[config.mk]
export PLATFORM = sky130hd
export DESIGN_NAME = frame_delin_rx
export DESIGN_NICKNAME = d
export VERILOG_FILES = /design/src/rtl/fdr_pkg.sv /design/src/rtl/fdr_line_monitor.sv /design/src/rtl/fdr_align_ctl.sv /design/src/rtl/fdr_word_pack.sv /design/src/rtl/frame_delin_rx.sv
export SDC_FILE = /design/constraint.sdc
export NUM_CORES = 1
export LEC_CHECK = 0
export CAP_MARGIN = 20
export CORE_MARGIN = 10
export CORE_UTILIZATION = 46
export CTS_CLUSTER_DIAMETER = 60
export DETAILED_ROUTE_END_ITERATION = 6
export DONT_BUFFER_PORTS = 1
export GPL_TIMING_DRIVEN = 1
export PLACE_DENSITY = 0.62
export SYNTH_ARGS = -nofsm -noshare
export SYNTH_HDL_FRONTEND = slang
export SYNTH_SLANG_ARGS = --single-unit
[constraint.sdc]
create_clock -name clk -period 2.01 [get_ports clk]
set_input_delay 0.1005 -clock clk [delete_from_list [all_inputs] [get_ports clk]]
set_output_delay 0.1005 -clock clk [all_outputs]
set_load 0.05 [all_outputs]
[src/rtl/fdr_pkg.sv]
// Shared types for the frame delineation receiver.
package fdr_pkg;

    // Alignment state: hunting for a frame change, or locked to word boundaries.
    typedef enum logic {
        ALN_HUNT = 1'b0,
        ALN_LOCK = 1'b1
    } aln_state_e;

    localparam int unsigned WORD_BITS = 32;

endpackage

[src/rtl/fdr_line_monitor.sv]
// fdr_line_monitor
// Watches the frame line and the reference phase across valid beats.
// Reports a combinational frame-change flag for the current beat and a
// registered one-cycle pulse when two beats in a row carry the same phase.
// Assumes: gaps (beat_valid low) are transparent; the first valid beat after
// reset only loads the reference values.
module fdr_line_monitor (
    input  logic clk,
    input  logic rst_n,
    input  logic beat_valid,
    input  logic beat_phase,
    input  logic frame_lvl,
    output logic frame_chg,
    output logic err_phase
);

    logic ref_frame;
    logic ref_phase;
    logic have_ref;

    // Hold frame level and phase of the last valid beat.
    always_ff @(posedge clk) begin
        if (!rst_n) begin
            ref_frame <= 1'b0;
            ref_phase <= 1'b0;
            have_ref  <= 1'b0;
        end else if (beat_valid) begin
            ref_frame <= frame_lvl;
            ref_phase <= beat_phase;
            have_ref  <= 1'b1;
        end
    end

    // A change is only meaningful once a reference beat exists.
    always_comb begin
        frame_chg = beat_valid && have_ref && (frame_lvl != ref_frame);
    end

    // Pulse when the phase fails to alternate between consecutive beats.
    always_ff @(posedge clk) begin
        if (!rst_n) begin
            err_phase <= 1'b0;
        end else begin
            err_phase <= beat_valid && have_ref && (beat_phase == ref_phase);
        end
    end

    // a phase pulse is always caused by a beat in the previous cycle.
    a_r9_phase_needs_beat : assert property (@(posedge clk) disable iff (!rst_n)
        err_phase |-> $past(beat_valid));

endmodule

[src/rtl/fdr_align_ctl.sv]
// fdr_align_ctl
// Alignment state machine. Hunts for a legal frame change, then counts beat
// slots within each word. Flags frame changes on a non-first slot or on a
// falling-phase beat, drops the current word and returns to hunting.
// Assumes: BEATS >= 2, so the first and last slot of a word never coincide.
module fdr_align_ctl
    import fdr_pkg::*;
#(
    parameter int unsigned BEATS = 4
) (
    input  logic                         clk,
    input  logic                         rst_n,
    input  logic                         beat_valid,
    input  logic                         beat_phase,
    input  logic                         frame_chg,
    output logic                         take,
    output logic [$clog2(BEATS)-1:0]     slot,
    output logic                         last,
    output logic                         start_bit,
    output logic                         synced,
    output logic                         err_frame
);

    localparam int unsigned IDX_W = $clog2(BEATS);
    localparam logic [IDX_W-1:0] SLOT_LAST = IDX_W'(BEATS - 1);

    aln_state_e       state_q, state_n;
    logic [IDX_W-1:0] idx_q, idx_n;
    logic             start_q, start_n;
    logic             err_n;

    // Next-state decision for every valid beat.
    always_comb begin
        state_n = state_q;
        idx_n   = idx_q;
        start_n = start_q;
        err_n   = 1'b0;
        take    = 1'b0;
        if (beat_valid) begin
            unique case (state_q)
                ALN_HUNT: begin
                    if (frame_chg) begin
                        if (beat_phase) begin
                            state_n = ALN_LOCK;
                            take    = 1'b1;
                            idx_n   = IDX_W'(1);
                            start_n = 1'b1;
                        end else begin
                            err_n = 1'b1;
                        end
                    end
                end
                ALN_LOCK: begin
                    if (frame_chg && ((idx_q != '0) || !beat_phase)) begin
                        err_n   = 1'b1;
                        state_n = ALN_HUNT;
                        idx_n   = '0;
                        start_n = 1'b0;
                    end else begin
                        take = 1'b1;
                        if (idx_q == '0) begin
                            start_n = frame_chg;
                        end
                        idx_n = (idx_q == SLOT_LAST) ? '0 : idx_q + IDX_W'(1);
                    end
                end
                default: begin
                    state_n = ALN_HUNT;
                end
            endcase
        end
    end

    // Slot of the current beat: a locking beat always lands in slot zero.
    always_comb begin
        slot      = (state_q == ALN_HUNT) ? '0 : idx_q;
        last      = take && (slot == SLOT_LAST);
        start_bit = start_q;
    end

    // State, slot counter and start flag registers.
    always_ff @(posedge clk) begin
        if (!rst_n) begin
            state_q <= ALN_HUNT;
            idx_q   <= '0;
            start_q <= 1'b0;
        end else begin
            state_q <= state_n;
            idx_q   <= idx_n;
            start_q <= start_n;
        end
    end

    // One-cycle framing error pulse.
    always_ff @(posedge clk) begin
        if (!rst_n) begin
            err_frame <= 1'b0;
        end else begin
            err_frame <= err_n;
        end
    end

    assign synced = (state_q == ALN_LOCK);

    // a framing error always leaves the block unsynchronized.
    a_r6_err_leaves_lock : assert property (@(posedge clk) disable iff (!rst_n)
        err_frame |-> !synced);

    // lock is gained only on a valid rising-phase beat with a frame change.
    a_r3_lock_on_rising : assert property (@(posedge clk) disable iff (!rst_n)
        $rose(synced) |-> $past(beat_valid && beat_phase && frame_chg));

    // no frame change on a falling-phase beat is ever taken.
    a_r7_no_falling_take : assert property (@(posedge clk) disable iff (!rst_n)
        (take && frame_chg) |-> beat_phase);

    // the slot counter is frozen during gaps.
    a_r10_gap_holds_slot : assert property (@(posedge clk) disable iff (!rst_n)
        (!beat_valid && synced) |=> $stable(idx_q));

endmodule

[src/rtl/fdr_word_pack.sv]
// fdr_word_pack
// Places each taken beat into its slot of a 32-bit word, first slot in the
// most significant bits, and emits the word with its start flag when the last
// slot arrives. Assumes: every slot is written before the last slot, so a
// dropped partial word needs no clearing; stale slots are always overwritten.
module fdr_word_pack
    import fdr_pkg::*;
#(
    parameter int unsigned BEAT_W = 8,
    parameter int unsigned BEATS  = 4
) (
    input  logic                         clk,
    input  logic                         rst_n,
    input  logic                         take,
    input  logic [$clog2(BEATS)-1:0]     slot,
    input  logic                         last,
    input  logic                         start_bit,
    input  logic [BEAT_W-1:0]            beat_data,
    output logic                         word_valid,
    output logic [WORD_BITS-1:0]         word_data,
    output logic                         word_start
);

    logic [WORD_BITS-1:0] acc_q;
    logic [WORD_BITS-1:0] acc_n;

    // Merge the incoming beat into its slot, one lane per slot.
    for (genvar k = 0; k < BEATS; k++) begin : g_lane
        localparam int unsigned HI = WORD_BITS - 1 - k * BEAT_W;
        always_comb begin
            acc_n[HI -: BEAT_W] = (take && (slot == k)) ? beat_data : acc_q[HI -: BEAT_W];
        end
    end

    // Accumulator for the word under assembly.
    always_ff @(posedge clk) begin
        if (!rst_n) begin
            acc_q <= '0;
        end else begin
            acc_q <= acc_n;
        end
    end

    // Output register: strobe, word and start flag on the last slot.
    always_ff @(posedge clk) begin
        if (!rst_n) begin
            word_valid <= 1'b0;
            word_data  <= '0;
            word_start <= 1'b0;
        end else begin
            word_valid <= last;
            if (last) begin
                word_data  <= acc_n;
                word_start <= start_bit;
            end
        end
    end

    // the word strobe never lasts two cycles.
    a_r4_strobe_single : assert property (@(posedge clk) disable iff (!rst_n)
        word_valid |=> !word_valid);

endmodule

[src/rtl/frame_delin_rx.sv]
// frame_delin_rx
// Top of the frame delineation receiver checker. Rebuilds 32-bit words from
// double-edge captured beats, marks unit starts from NRZ frame-line changes
// and reports illegal frame changes and non-alternating reference phase.
// Assumes: beats already in the receive clock domain; BEAT_W is 8 or 16.
module frame_delin_rx
    import fdr_pkg::*;
#(
    parameter int unsigned BEAT_W = 8
) (
    input  logic                   clk,
    input  logic                   rst_n,
    input  logic                   beat_valid,
    input  logic [BEAT_W-1:0]      beat_data,
    input  logic                   beat_phase,
    input  logic                   frame_lvl,
    output logic                   word_valid,
    output logic [WORD_BITS-1:0]   word_data,
    output logic                   word_start,
    output logic                   synced,
    output logic                   err_frame,
    output logic                   err_phase
);

    localparam int unsigned BEATS = WORD_BITS / BEAT_W;
    localparam int unsigned IDX_W = $clog2(BEATS);

    logic             frame_chg;
    logic             take;
    logic [IDX_W-1:0] slot;
    logic             last;
    logic             start_bit;

    fdr_line_monitor u_mon (
        .clk        (clk),
        .rst_n      (rst_n),
        .beat_valid (beat_valid),
        .beat_phase (beat_phase),
        .frame_lvl  (frame_lvl),
        .frame_chg  (frame_chg),
        .err_phase  (err_phase)
    );

    fdr_align_ctl #(.BEATS(BEATS)) u_aln (
        .clk        (clk),
        .rst_n      (rst_n),
        .beat_valid (beat_valid),
        .beat_phase (beat_phase),
        .frame_chg  (frame_chg),
        .take       (take),
        .slot       (slot),
        .last       (last),
        .start_bit  (start_bit),
        .synced     (synced),
        .err_frame  (err_frame)
    );

    fdr_word_pack #(.BEAT_W(BEAT_W), .BEATS(BEATS)) u_pack (
        .clk        (clk),
        .rst_n      (rst_n),
        .take       (take),
        .slot       (slot),
        .last       (last),
        .start_bit  (start_bit),
        .beat_data  (beat_data),
        .word_valid (word_valid),
        .word_data  (word_data),
        .word_start (word_start)
    );

    // a word is only emitted when alignment held at the taking edge.
    a_r2_word_needs_lock : assert property (@(posedge clk) disable iff (!rst_n)
        word_valid |-> $past(synced));

    // an erroring beat never completes a word.
    a_r6_no_word_on_error : assert property (@(posedge clk) disable iff (!rst_n)
        !(err_frame && word_valid));

endmodule

Yosys cells after proc, flatten, opt, wreduce, memory -nomap -nowiden
Cells that the tools add are included.
{ "classes": {"n_addsub": 1, "eq_ne": 9, "n_mux": 24, "bitwise_logic": 1, "n_reduce_logical": 16} }
{ "ops": {"columns": ["operator", "n"], "rows": [
  ["two-way mux 8 bit", 4],
  ["two-way mux 1 bit", 11],
  ["two-way mux 2 bit", 5],
  ["logical AND 1 bit", 8],
  ["equality test 2 bit, second input constant", 3],
  ["one-hot mux 1 bit (2 select lines)", 3],
  ["logical NOT 2 bit", 2],
  ["one-hot mux 2 bit (2 select lines)", 1],
  ["AND reduction 4 bit", 1],
  ["!= test 3 bit, second input constant", 1],
  ["AND reduction 3 bit", 1],
  ["adder 2 x 1 -> 2 bit, second input constant", 1],
  ["equality test 2 x 1 -> 1 bit, second input constant", 1],
  ["!= test 2 x 1 -> 1 bit, second input constant", 1],
  ["!= test 2 bit, second input constant", 1],
  ["AND reduction 2 bit", 1],
  ["nonzero test 2 bit", 1],
  ["equality test 1 bit", 1],
  ["logical NOT 1 bit", 1],
  ["logical OR 1 bit", 1],
  ["!= test 1 bit", 1],
  ["NOT 1 bit", 1]
]} }
{ "totals": {"regBits": 75, "output_inout_bits": 37, "elab_cells": 63} }

Logic depth before layout (Yosys ltp)
Gate-level depths: netlist (run 1).
{ "logic_depth": {"ltp_word": 8, "ltp_mapped": 8, "depth_no_buf": 6} }

Hierarchy
A second synthesis (run 1) with hierarchy kept.
{ "hier_totals": {"hier_cells": 272, "hier_area_um2": 2785.2} }
{ "by_module_without_submodules": {"columns": ["module", "n_inst", "cells_each", "area_each_um2", "seq_area_each_um2"], "rows": [
  ["fdr_word_pack", 1, 218, 2293.4, 1321.3],
  ["fdr_align_ctl", 1, 40, 337.8, 100.1],
  ["fdr_line_monitor", 1, 14, 153.9, 80.1]
]} }

Worst setup path before layout (run 1)
OpenSTA, ideal clock, no wires.
{ "synth_path": {"path_type": "register to register", "from": "reg u_aln.state_q, in the netlist u_aln.synced", "to": "reg u_pack.acc_q[10]", "setup_time_ps": 128, "arrival_time_ps": 1862, "t_required_ps": 1882, "path_slack_ps": 20, "stages_incl_launch_ff": 6, "n_path_buf": 1, "synth_period_minus_slack_ps": 1990, "path_cell_list": "dfxtp_1 -> buf_2 -> nand2_1 -> a311oi_4 -> mux2i_1 -> nor2_1"} }
{ "synth_between": {"elab_chain_len": 5, "elab_cells_between_ends": 7, "cone_classes": "eq/ne (1); mux (4); bitwise (1); reduce/logical (1)"} }
{ "synth_lines": {"columns": ["element", "line_no", "source"], "rows": [
  ["start, declared", "fdr_align_ctl.sv:27", "aln_state_e state_q, state_n;"],
  ["start signal, assigned", "fdr_align_ctl.sv:88", "state_q <= state_n;"],
  ["NOT 1 bit", null, null],
  ["one-hot mux 1 bit (2 select lines)", "fdr_align_ctl.sv:40", "unique case (state_q)"],
  ["two-way mux 1 bit", "fdr_align_ctl.sv:39", "if (beat_valid) begin"],
  ["logical AND 1 bit *", "fdr_word_pack.sv:31", "acc_n[HI -: BEAT_W] = (take && (slot == k)) ? beat_data : acc_q[HI -: BEAT_W];"],
  ["two-way mux 8 bit *", "fdr_word_pack.sv:31", null],
  ["end signal, assigned", "fdr_word_pack.sv:40", "acc_q <= acc_n;"],
  ["end, declared", "fdr_word_pack.sv:24", "logic [WORD_BITS-1:0] acc_q;"]
]} }
Every way passes the cells marked *; elsewhere a longest branch is shown, timed or not.
A chain may end at the register's enable or synchronous reset.

Final worst setup path (run 1)
{ "layout_path": {"from": "reg u_aln.idx_q[0]", "to": "reg u_pack.acc_q[24]"} }
{ "layout_between": {"elab_chain_len": 8, "elab_cells_between_ends": 10, "cone_classes": "mux (5); reduce/logical (5)"} }
{ "layout_lines": {"columns": ["element", "line_no", "source"], "rows": [
  ["start, declared", "fdr_align_ctl.sv:28", "logic [IDX_W-1:0] idx_q, idx_n;"],
  ["start signal, assigned", "fdr_align_ctl.sv:89", "idx_q <= idx_n;"],
  ["nonzero test 2 bit", "fdr_align_ctl.sv:54", "if (frame_chg && ((idx_q != '0) || !beat_phase)) begin"],
  ["logical OR 1 bit", "fdr_align_ctl.sv:54", null],
  ["logical AND 1 bit", "fdr_align_ctl.sv:54", null],
  ["two-way mux 1 bit", "fdr_align_ctl.sv:54", null],
  ["one-hot mux 1 bit (2 select lines)", "fdr_align_ctl.sv:40", null],
  ["two-way mux 1 bit", "fdr_align_ctl.sv:39", null],
  ["logical AND 1 bit *", "fdr_word_pack.sv:31", null],
  ["two-way mux 8 bit *", "fdr_word_pack.sv:31", null]
]} }
Marked as above.

==> out/metrics.yaml, run 1 <==
detailed_routing:
  drc: 0
  routedWlPerCell_um: 15.9
  ant_nets: 0
  first_pass_iters: 4
  via_per_inst: 5.09
  drtIter0Drc: 91
  wirelength_um: 5820
  vias: 1864
setup_path:
  crit_type: "register to register"
  start_kind: "register"
  crit_fanout: 8
  crit_required_ps: 2230
  cp.arrival_ps: 2090
  endpoint_kind: "register"
placement:
  numPortBuffers: 0
  dp_slack_ps: 112
  hpwl_um: 3760
  place_inst: 334
  dpl_cell_area_um2: 2770
  gp_congestion: 0.795
yosys:
  synthCells: 269
  seq_area_frac_synth: 0.499
  synth_seq_cells: 67
  yosysTopAreaCell: "dfxtp_1"
  ys_warn_count: 0
  yosys.area.top_type_share: 0.499
  netlist_area_um2: 2690
  synth_area_leaders: "dfxtp_1 50%, mux2i_1 22%, nand2_1 9.9%, nor2_1 2.2%, clkbuf_1 1.4%"
  ys_types: 34
  syn_area_per_cell_um2: 10.0
  synth_nets: 284
clock_tree:
  clk-insertion-delay-late_ps: 330
  cts.root.buffer_cell: "clkbuf_8"
  cts_sinks: 67
  clock_path_buffers: 2
  cts_buffers: 9
  cts_tree: "yes"
  cts_htree_levels: 3
  cts.clk_slew.worst_paths_ps: 70
timing:
  fin_crit_ps: 1870
  fin_skew_ps: 6.31
  setup_viol: 0
  timing.slew.headroom: 0.622
  setup-tns-final_ps: 0
  tightest_slew_ps: 567
  final_max_slew_viol_count: 0
  clock.fmax_mhz: 536
  hold_viol: 0
  rsz0062_at_grt: "false"
  period_share: 0.928
  setup_slack_ps: 144
global_routing:
  grt_pass1_wl_um: 9380
  grt_overflow: 0
  grt_max_degree: 65
  first_global_vias: 1835
  antenna_found_initial: 0
  grtUsageTotal: 0.131
floorplan:
  die_w_um: 96.5
  die_area_um2: 9310
  coreArea_um2: 5570
  ioPinCount: 50
  start_util: 0.483
  die_y_um: 96.5
  rows: 27
pwr:
  vdd_drop_max_mv: 0.548
  power_frac_clock: 0.460
  p_seq_frac: 0.491
  p_sw_frac: 0.215
  total_power_mw: 2.75
  combPwrFrac: 0.049
  p_int_mw: 2.16
  power_leakage_nw: 1.25
  power_density_nw_per_um2: 861
  switching_power_mw: 0.593
finish:
  antenna_cells: 0
  final_cells: 366
  drive_gt1_frac: 0.139
  syn_to_final_growth_pct: 18.9
  design_area_um2: 3200
  nNetsFinal: 304
min_path:
  hp-class: "input port to register"
run_status:
  outcome: "complete, no violations"
run:
  maxCapViolations: 0
cell usage in the layout (no fill, tap or decap), types with 2 or more instances in the layout:
master,netlist,routed
a21oi_1,3,3
a31oi_1,2,2
buf_12,1,4
buf_4,2,13
bufinv_16,0,2
clkbuf_8,0,11
dfxtp_1,67,67
dlygate4sd3_1,0,11
ha_1,2,2
inv_1,4,4
mux2i_1,60,60
nand2_1,71,71
nand3_1,2,2
nor2_1,16,16
nor3_1,2,2
o211ai_1,2,2
cell usage after synthesis (all sizes together):
cell and number:
a21oi 3, xor2 1, a21o 1, nand2b 1, o211ai 2, dfxtp 67, xnor2 1, inv 4
o21a 1, nor3 2, and3 3, o21ai 1, a32oi 1, nand2 71, and2 2, a211oi 1
nand3 3, buf 10, clkbuf 10, ha 2, a31oi 3, a311oi 2, mux2i 60, o211a 1
nor2 16
per-stage QoR:
stage,hold slack [ps],util
floorplan,248,-
global placement,221,0.496
detailed placement,241,0.496
CTS,2.30,0.562
global route,7.54,0.574
finish,4.43,0.574
worst paths after layout:
path                                  startpoint              endpoint  slack, ps  cells past startpoint
worst min register to register  u_pack.acc_q[14]  u_pack.word_data[14]        460                      2
worst max register to register    u_aln.idx_q[0]      u_pack.acc_q[24]        140                      7
worst max-delay path              u_aln.idx_q[0]      u_pack.acc_q[24]        140                      7
worst min-delay path                       rst_n   u_pack.word_data[1]          4                      2
worst max-delay path, cell delays in order (launching register included):
cell and delay, ps:
dfxtp_1 460, inv_1 100, ha_1 250, nand2_1 240, a311oi_1 150, o211a_2 310, buf_12 150, mux2i_1 110
power by group through the flow:
stage	combinational [mW]	sequential [mW]	clock (mW)
detailed placement	0.0850	1.38	0
floorplan	0.0923	1.38	0
finish	0.136	1.35	1.27
global placement	0.0850	1.38	0
global route	0.150	1.35	1.35
CTS	0.131	1.35	1.29
cells by family (layout without fill, tap and decap cells):
| family | after synthesis | count (layout) | share of synthesized area |
|---|---|---|---|
| AOI/OAI and AO/OA | 16 | 16 | 0.0540 |
| xor gates and xnor gates | 2 | 2 | 0.0135 |
| adders and majority gates | 2 | 2 | 0.00930 |
| buffers and inverters | 24 | 49 | 0.0521 |
| DFF | 67 | 67 | 0.499 |
| muxes | 60 | 60 | 0.223 |
| and+or+nand+nor | 98 | 98 | 0.149 |
flip-flops by register name (all words and copies together) (netlist names):
register and count:
u_aln.err_frame 1, u_pack.acc_q 24, u_mon.err_phase 1, u_pack.word_data 32, u_pack.word_start 1, u_aln.idx_q 2, u_mon.ref_phase 1, u_aln.synced 1
u_pack.word_valid 1, u_aln.start_bit 1, u_mon.ref_frame 1, u_mon.have_ref 1
cell type report:
cell class	instances	area (um2)
fillers	509	2370
multi-input cells	178	1210
clock buffers	12	155
inverters	4	15.0
well taps	72	90.1
repair buffers	29	315
flip-flops and latches	67	1340
clock inverters	4	72.6
timing repair:
item	4_1_cts	5_1_grt
hold buffers	12	0
resized for setup	0	2
endpoints found under the hold margin	64	0
setup buffers	0	4
setup endpoints to repair	0	17
per-layer routing:
layer,GRT usage,share of wire,vias to the layer above
met1,0.156,0.44,876
met3,0.0517,0.069,7
met5,0,0,-
met2,0.207,0.47,42
li1,-,-,939
met4,0.0581,0.016,0
(Power assumes the default switching activity.)
==> inputs of run 2 (changes only) <==
--- a/config.mk
+++ b/config.mk
@@ -12,6 +12,7 @@
 export DETAILED_ROUTE_END_ITERATION = 6
 export DONT_BUFFER_PORTS = 1
 export GPL_TIMING_DRIVEN = 1
+export HOLD_SLACK_MARGIN = 0.05
 export PLACE_DENSITY = 0.62
 export SYNTH_ARGS = -nofsm -noshare
 export SYNTH_HDL_FRONTEND = slang
==> run 2 against run 1 <==
Combinational power rose by 5%; power rose by 0.35%; die area did not move; clock power barely moved; final cell count rose by 0.55%; design area rose by 0.63%; worst hold slack improved by 69 ps; sequential share of layout area fell by 0.26 points; sequential power barely moved; count of clock-buffer cells in the layout did not move; via count rose by 1.0%; critical endpoint is now u_pack.acc_q[27]; largest power group unchanged; highest routed layer unchanged.
==> out/metrics.yaml, run 2 (synthesized netlist as in run 1, its figures left out) <==
setup_path:
  crit_required_ps: 2230  # about the same
  crit_type: "register to register"  # unchanged
  crit_slowest_cell: "dfxtp_1"  # unchanged
  crit_fanout: 8  # unchanged
  cpPeakStageDelay_ps: 460  # about the same
  crit_chain: "inv_1 > ha_1 > nand2_1 > a311oi_1 > o211a_2 > buf_12 > mux2i_1"  # unchanged
  start_kind: "register"  # unchanged
  endpoint_kind: "register"  # unchanged
  cp.arrival_ps: 2090  # about the same
finish:
  regMostFlops: "u_pack.word_data"  # unchanged
  largestRegisters: "u_pack.word_data x32, u_pack.acc_q x24, u_aln.idx_q x2"  # unchanged
  largest_reg_flops: 32  # unchanged
  nNetsFinal: 306  # was 304
  syn_to_final_growth_pct: 19.7  # was 18.9%
  antenna_cells: 0  # unchanged
  final_common_cell: "nand2_1"  # unchanged
  final_cells: 368  # was 366
  final_cell_mix: "71 x nand2_1, 67 x dfxtp_1, 60 x mux2i_1"  # unchanged
  drive_gt1_frac: 0.139  # about the same
detailed_routing:
  ant_nets: 0  # unchanged
  via_per_inst: 5.12  # was 5.09
  drc: 0  # unchanged
  vias: 1883  # was 1864
  first_pass_iters: 4  # unchanged
  drtIter0Drc: 93  # was 91
  wirelength_um: 5930  # was 5820 um
  routedWlPerCell_um: 16.1  # was 15.9 um
global_routing:
  grtUsageTotal: 0.133  # was 0.131
  grt_pass1_wl_um: 9450  # was 9380 um
  antenna_found_initial: 0  # unchanged
  grt_max_degree: 68  # was 65
  first_global_vias: 1830  # was 1835
  grt_overflow: 0  # unchanged
clock_tree:
  cts_buffers: 9  # unchanged
  cts_htree_levels: 3  # unchanged
  cts_sinks: 67  # unchanged
  clk-insertion-delay-late_ps: 340  # was 330 ps
  clock_path_buffers: 2  # unchanged
  cts_tree: "yes"  # unchanged
  cts.root.buffer_cell: "clkbuf_8"  # unchanged
  cts.clk_slew.worst_paths_ps: 70  # about the same
pwr:
  combPwrFrac: 0.052  # was 0.049
  switching_power_mw: 0.600  # was 0.593 mW
  power_density_nw_per_um2: 858  # was 861 nW/um2
  vdd_drop_max_mv: 0.546  # was 0.548 mV
  p_sw_frac: 0.217  # was 0.215
  p_int_mw: 2.16  # about the same
  power_frac_clock: 0.459  # was 0.460
  p_seq_frac: 0.489  # was 0.491
  power_leakage_nw: 1.25  # about the same
timing:
  final_max_slew_viol_count: 0  # unchanged
  fin_crit_ps: 1860  # was 1870 ps
  rsz0062_at_grt: "false"  # unchanged
  fin_skew_ps: 6.75  # was 6.31 ps
  setup_viol: 0  # unchanged
  timing.slew.headroom: 0.625  # was 0.622
  clock.fmax_mhz: 537  # was 536 MHz
  tightest_slew_ps: 562  # was 567 ps
  hold_viol: 0  # unchanged
  setup-tns-final_ps: 0  # unchanged
  period_share: 0.927  # was 0.928
floorplan:
  start_util: 0.483  # unchanged
  coreArea_um2: 5570  # unchanged
  ioPinCount: 50  # unchanged
  die_y_um: 96.5  # unchanged
  rows: 27  # unchanged
  die_w_um: 96.5  # unchanged
  die_area_um2: 9310  # unchanged
placement:
  hpwl_um: 3760  # unchanged
  gp_congestion: 0.795  # unchanged
  numPortBuffers: 0  # unchanged
  place_inst: 334  # unchanged
min_path:
  hp-class: "input port to register"  # unchanged
run_status:
  outcome: "complete, no violations"  # unchanged
run:
  maxCapViolations: 0  # unchanged
-- run 2: power by group through the flow --
stage / clock, mW / sequential (mW) / combinational, mW
global route: 1.35 / 1.35 / 0.157
global placement: 0 / 1.38 / 0.0850
floorplan: 0 / 1.38 / 0.0923
finish: 1.27 / 1.35 / 0.143
CTS: 1.29 / 1.35 / 0.136
detailed placement: 0 / 1.38 / 0.0850
-- run 2: worst max-delay path: cells and delay by family, from the launching register on --
kind            cells  cell delay [ps]
fa+ha+maj           1              250
mux                 1              110
flops               1              460
simple gates        1              240
buf+inv             2              250
compound gates      2              440
-- run 2: per-stage QoR --
stage           util  setup WS (ps)  instance area (um2)  hold WS [ps]  power (mW)
2_1_floorplan      -           20.5                 2690           248        1.47
3_3_place_gp   0.496            163                 2770           221        1.47
3_5_place_dp   0.496            112                 2770           241        1.47
4_1_cts        0.563           86.2                 3140          54.5        2.78
5_1_grt        0.578          0.345                 3220          74.2        2.86
6_report       0.578            147                 3220          73.9        2.76
-- run 2: final cells by class --
type | instances | area, um2
inverter | 4 | 15.0
fill | 506 | 2350
multi-input combinational | 178 | 1210
clock inverter | 4 | 72.6
clock buffer | 12 | 155
sequential | 67 | 1340
tap | 72 | 90.1
timing repair buffer | 31 | 335
-- run 2: routing by layer --
metal / global-route usage / vias to the layer above / wire length, um
met5: 0 / - / 0
met3: 0.0517 / 8 / 411
met1: 0.160 / 882 / 2720
met2: 0.205 / 49 / 2700
met4: 0.0581 / 0 / 92
li1: - / 944 / -
-- run 2: path summary, 6_finish.rpt --
path | from | to | slack, ps | cells after the start
worst min register to register | u_pack.acc_q[14] | u_pack.word_data[14] | 450 | 2
worst max-delay path | u_aln.idx_q[0] | u_pack.acc_q[27] | 150 | 7
worst min-delay path | beat_valid | u_aln.idx_q[1] | 70 | 3
worst max register to register | u_aln.idx_q[0] | u_pack.acc_q[27] | 150 | 7
-- run 2: what timing repair did --
item | CTS | global route
setup endpoints to repair | 0 | 17
hold buffers | 13 | 1
buffers inserted | 0 | 4
gates resized for setup | 0 | 2
hold endpoints to repair | 64 | 1
==> inputs of run 3 (changes only) <==
==> constraint.sdc (replaced) <==
create_clock -name clk -period 2.2 [get_ports clk]
set_input_delay 0.11 -clock clk [delete_from_list [all_inputs] [get_ports clk]]
set_output_delay 0.11 -clock clk [all_outputs]
set_load 0.05 [all_outputs]
==> run 3 against run 2 <==
Critical path depth down 1; fmax shrank 5.5%; register-to-register slack improved by 80 ps; final cell count down 4.3%; via count is 5.0% lower; clock skew grew 1.3 ps.
==> out/metrics.yaml, run 3 (synthesized netlist as in run 1, its figures left out) <==
floorplan:
  die_w_um: 96.5  # unchanged
  coreArea_um2: 5570  # unchanged
  rows: 27  # unchanged
  ioPinCount: 50  # unchanged
  die_y_um: 96.5  # unchanged
  start_util: 0.483  # unchanged
  die_area_um2: 9310  # unchanged
setup_path:
  endpoint_kind: "register"  # unchanged
  start_kind: "register"  # unchanged
  crit_fanout: 8  # unchanged
  r2r_slack_ps: 230  # was 150 ps
  cp.arrival_ps: 2230  # was 2090 ps
  crit_type: "register to register"  # unchanged
  crit_required_ps: 2460  # was 2230 ps
timing:
  hold_viol: 0  # unchanged
  setup-tns-final_ps: 0  # unchanged
  rsz0062_at_grt: "false"  # unchanged
  fin_skew_ps: 8.02  # was 6.75 ps
  tightest_slew_ps: 553  # was 562 ps
  final_max_slew_viol_count: 0  # unchanged
  period_share: 0.896  # was 0.927
  fin_crit_ps: 1970  # was 1860 ps
  worst_hold_slack_ps: 55.7  # was 73.9 ps
  timing.slew.headroom: 0.631  # was 0.625
  setup_viol: 0  # unchanged
  clock.fmax_mhz: 508  # was 537 MHz
finish:
  antenna_cells: 0  # unchanged
  largestRegisters: "u_pack.word_data x32, u_pack.acc_q x24, u_aln.idx_q x2"  # unchanged
  seq_area_um2: 1340  # unchanged
  multi_input_comb_area_um2: 1210  # about the same
  syn_to_final_growth_pct: 11.1  # was 19.7%
  nNetsFinal: 290  # was 306
  final_util: 0.536  # was 0.578
  drive_gt1_frac: 0.0821  # was 0.139
  final_cells: 352  # was 368
  regMostFlops: "u_pack.word_data"  # unchanged
  largest_reg_flops: 32  # unchanged
  final_common_cell: "nand2_1"  # unchanged
  final_cell_mix: "71 x nand2_1, 67 x dfxtp_1, 60 x mux2i_1"  # unchanged
  nFillCells: 521  # was 506
min_path:
  hp-class: "input port to register"  # unchanged
global_routing:
  grt_pass1_wl_um: 9230  # was 9450 um
  busiest_layer: "met2"  # unchanged
  grtUsageTotal: 0.131  # was 0.133
  grt_overflow: 0  # unchanged
  grt_use_met2: 0.202  # was 0.205
  grt_util_met3: 0.0540  # was 0.0517
  antenna_found_initial: 0  # unchanged
  use_met1: 0.154  # was 0.160
  grt_max_degree: 67  # was 68
  first_global_vias: 1787  # was 1830
clock_tree:
  cts.clk_slew.worst_paths_ps: 70  # about the same
  cts.root.buffer_cell: "clkbuf_8"  # unchanged
  clk-insertion-delay-late_ps: 330  # was 340 ps
  cts_tree: "yes"  # unchanged
  clock_path_buffers: 2  # unchanged
  cts_buffers: 9  # unchanged
  cts_htree_levels: 3  # unchanged
  cts_sinks: 67  # unchanged
detailed_routing:
  wirelength_um: 5730  # was 5930 um
  drc: 0  # unchanged
  first_pass_iters: 4  # unchanged
  drtIter0Drc: 92  # was 93
  via_per_inst: 5.08  # was 5.12
  ant_nets: 0  # unchanged
  vias: 1789  # was 1883
  routedWlPerCell_um: 16.3  # was 16.1 um
placement:
  hpwl_um: 3680  # was 3760 um
  place_inst: 323  # was 334
  gp_congestion: 0.759  # was 0.795
  numPortBuffers: 0  # unchanged
pwr:
  power_leakage_nw: 1.14  # was 1.25 nW
  power_density_nw_per_um2: 752  # was 858 nW/um2
  vdd_drop_max_mv: 0.400  # was 0.546 mV
run_status:
  outcome: "complete, no violations"  # unchanged
run:
  maxCapViolations: 0  # unchanged
==> run 3: layout make-up <==
type                       instances  share of cell area
sequential                        67               0.449
multi-input combinational        178               0.404
timing repair buffer              15              0.0544
clock buffer                      12              0.0486
tap                               72              0.0301
clock inverter                     4             0.00879
inverter                           4             0.00502
==> run 3: per-layer routing <==
layer  up-vias  part of all wire
met2        38              0.46
li1        907                 -
met4         0             0.016
met5         -                 0
met1       834              0.45
met3        10             0.082
==> run 3: through the flow <==
stage	cell area, um2	total power [mW]	setup WS, ps
floorplan	2690	1.35	210
global placement	2670	1.34	276
detailed placement	2670	1.34	249
CTS	2990	2.27	228
global route	2990	2.35	26.4
finish	2990	2.25	230
==> run 3: power breakdown <==
group | switching (mW) | total [mW] | leakage, nW | internal [mW]
Combinational | 0.0735 | 0.121 | 0.509 | 0.0474
Sequential | 0.0107 | 1.24 | 0.541 | 1.22
Clock | 0.453 | 0.891 | 0.0863 | 0.439
Total | 0.537 | 2.25 | 1.14 | 1.71
==> run 3: critical path: stages, from the launching register on <==
cell	delay [ps]
dfxtp_1	380
inv_1	110
ha_1	200
nand2_1	200
a311oi_1	280
o211a_1	490
mux2i_1	230
==> run 3: repair_timing <==
item	4_1_cts	5_1_grt
setup buffers	0	0
setup endpoints to repair	0	0
gates resized for setup	0	0
hold buffers	13	0
hold endpoints to repair	64	0
==> run 3: final timing paths <==
check | end | start | cells after the start
worst max-delay path | u_pack.acc_q[28] | u_aln.idx_q[0] | 6
worst max register to register | u_pack.acc_q[28] | u_aln.idx_q[0] | 6
worst min register to register | u_pack.word_data[9] | u_pack.acc_q[9] | 2
worst min-delay path | u_pack.acc_q[16] | rst_n | 2
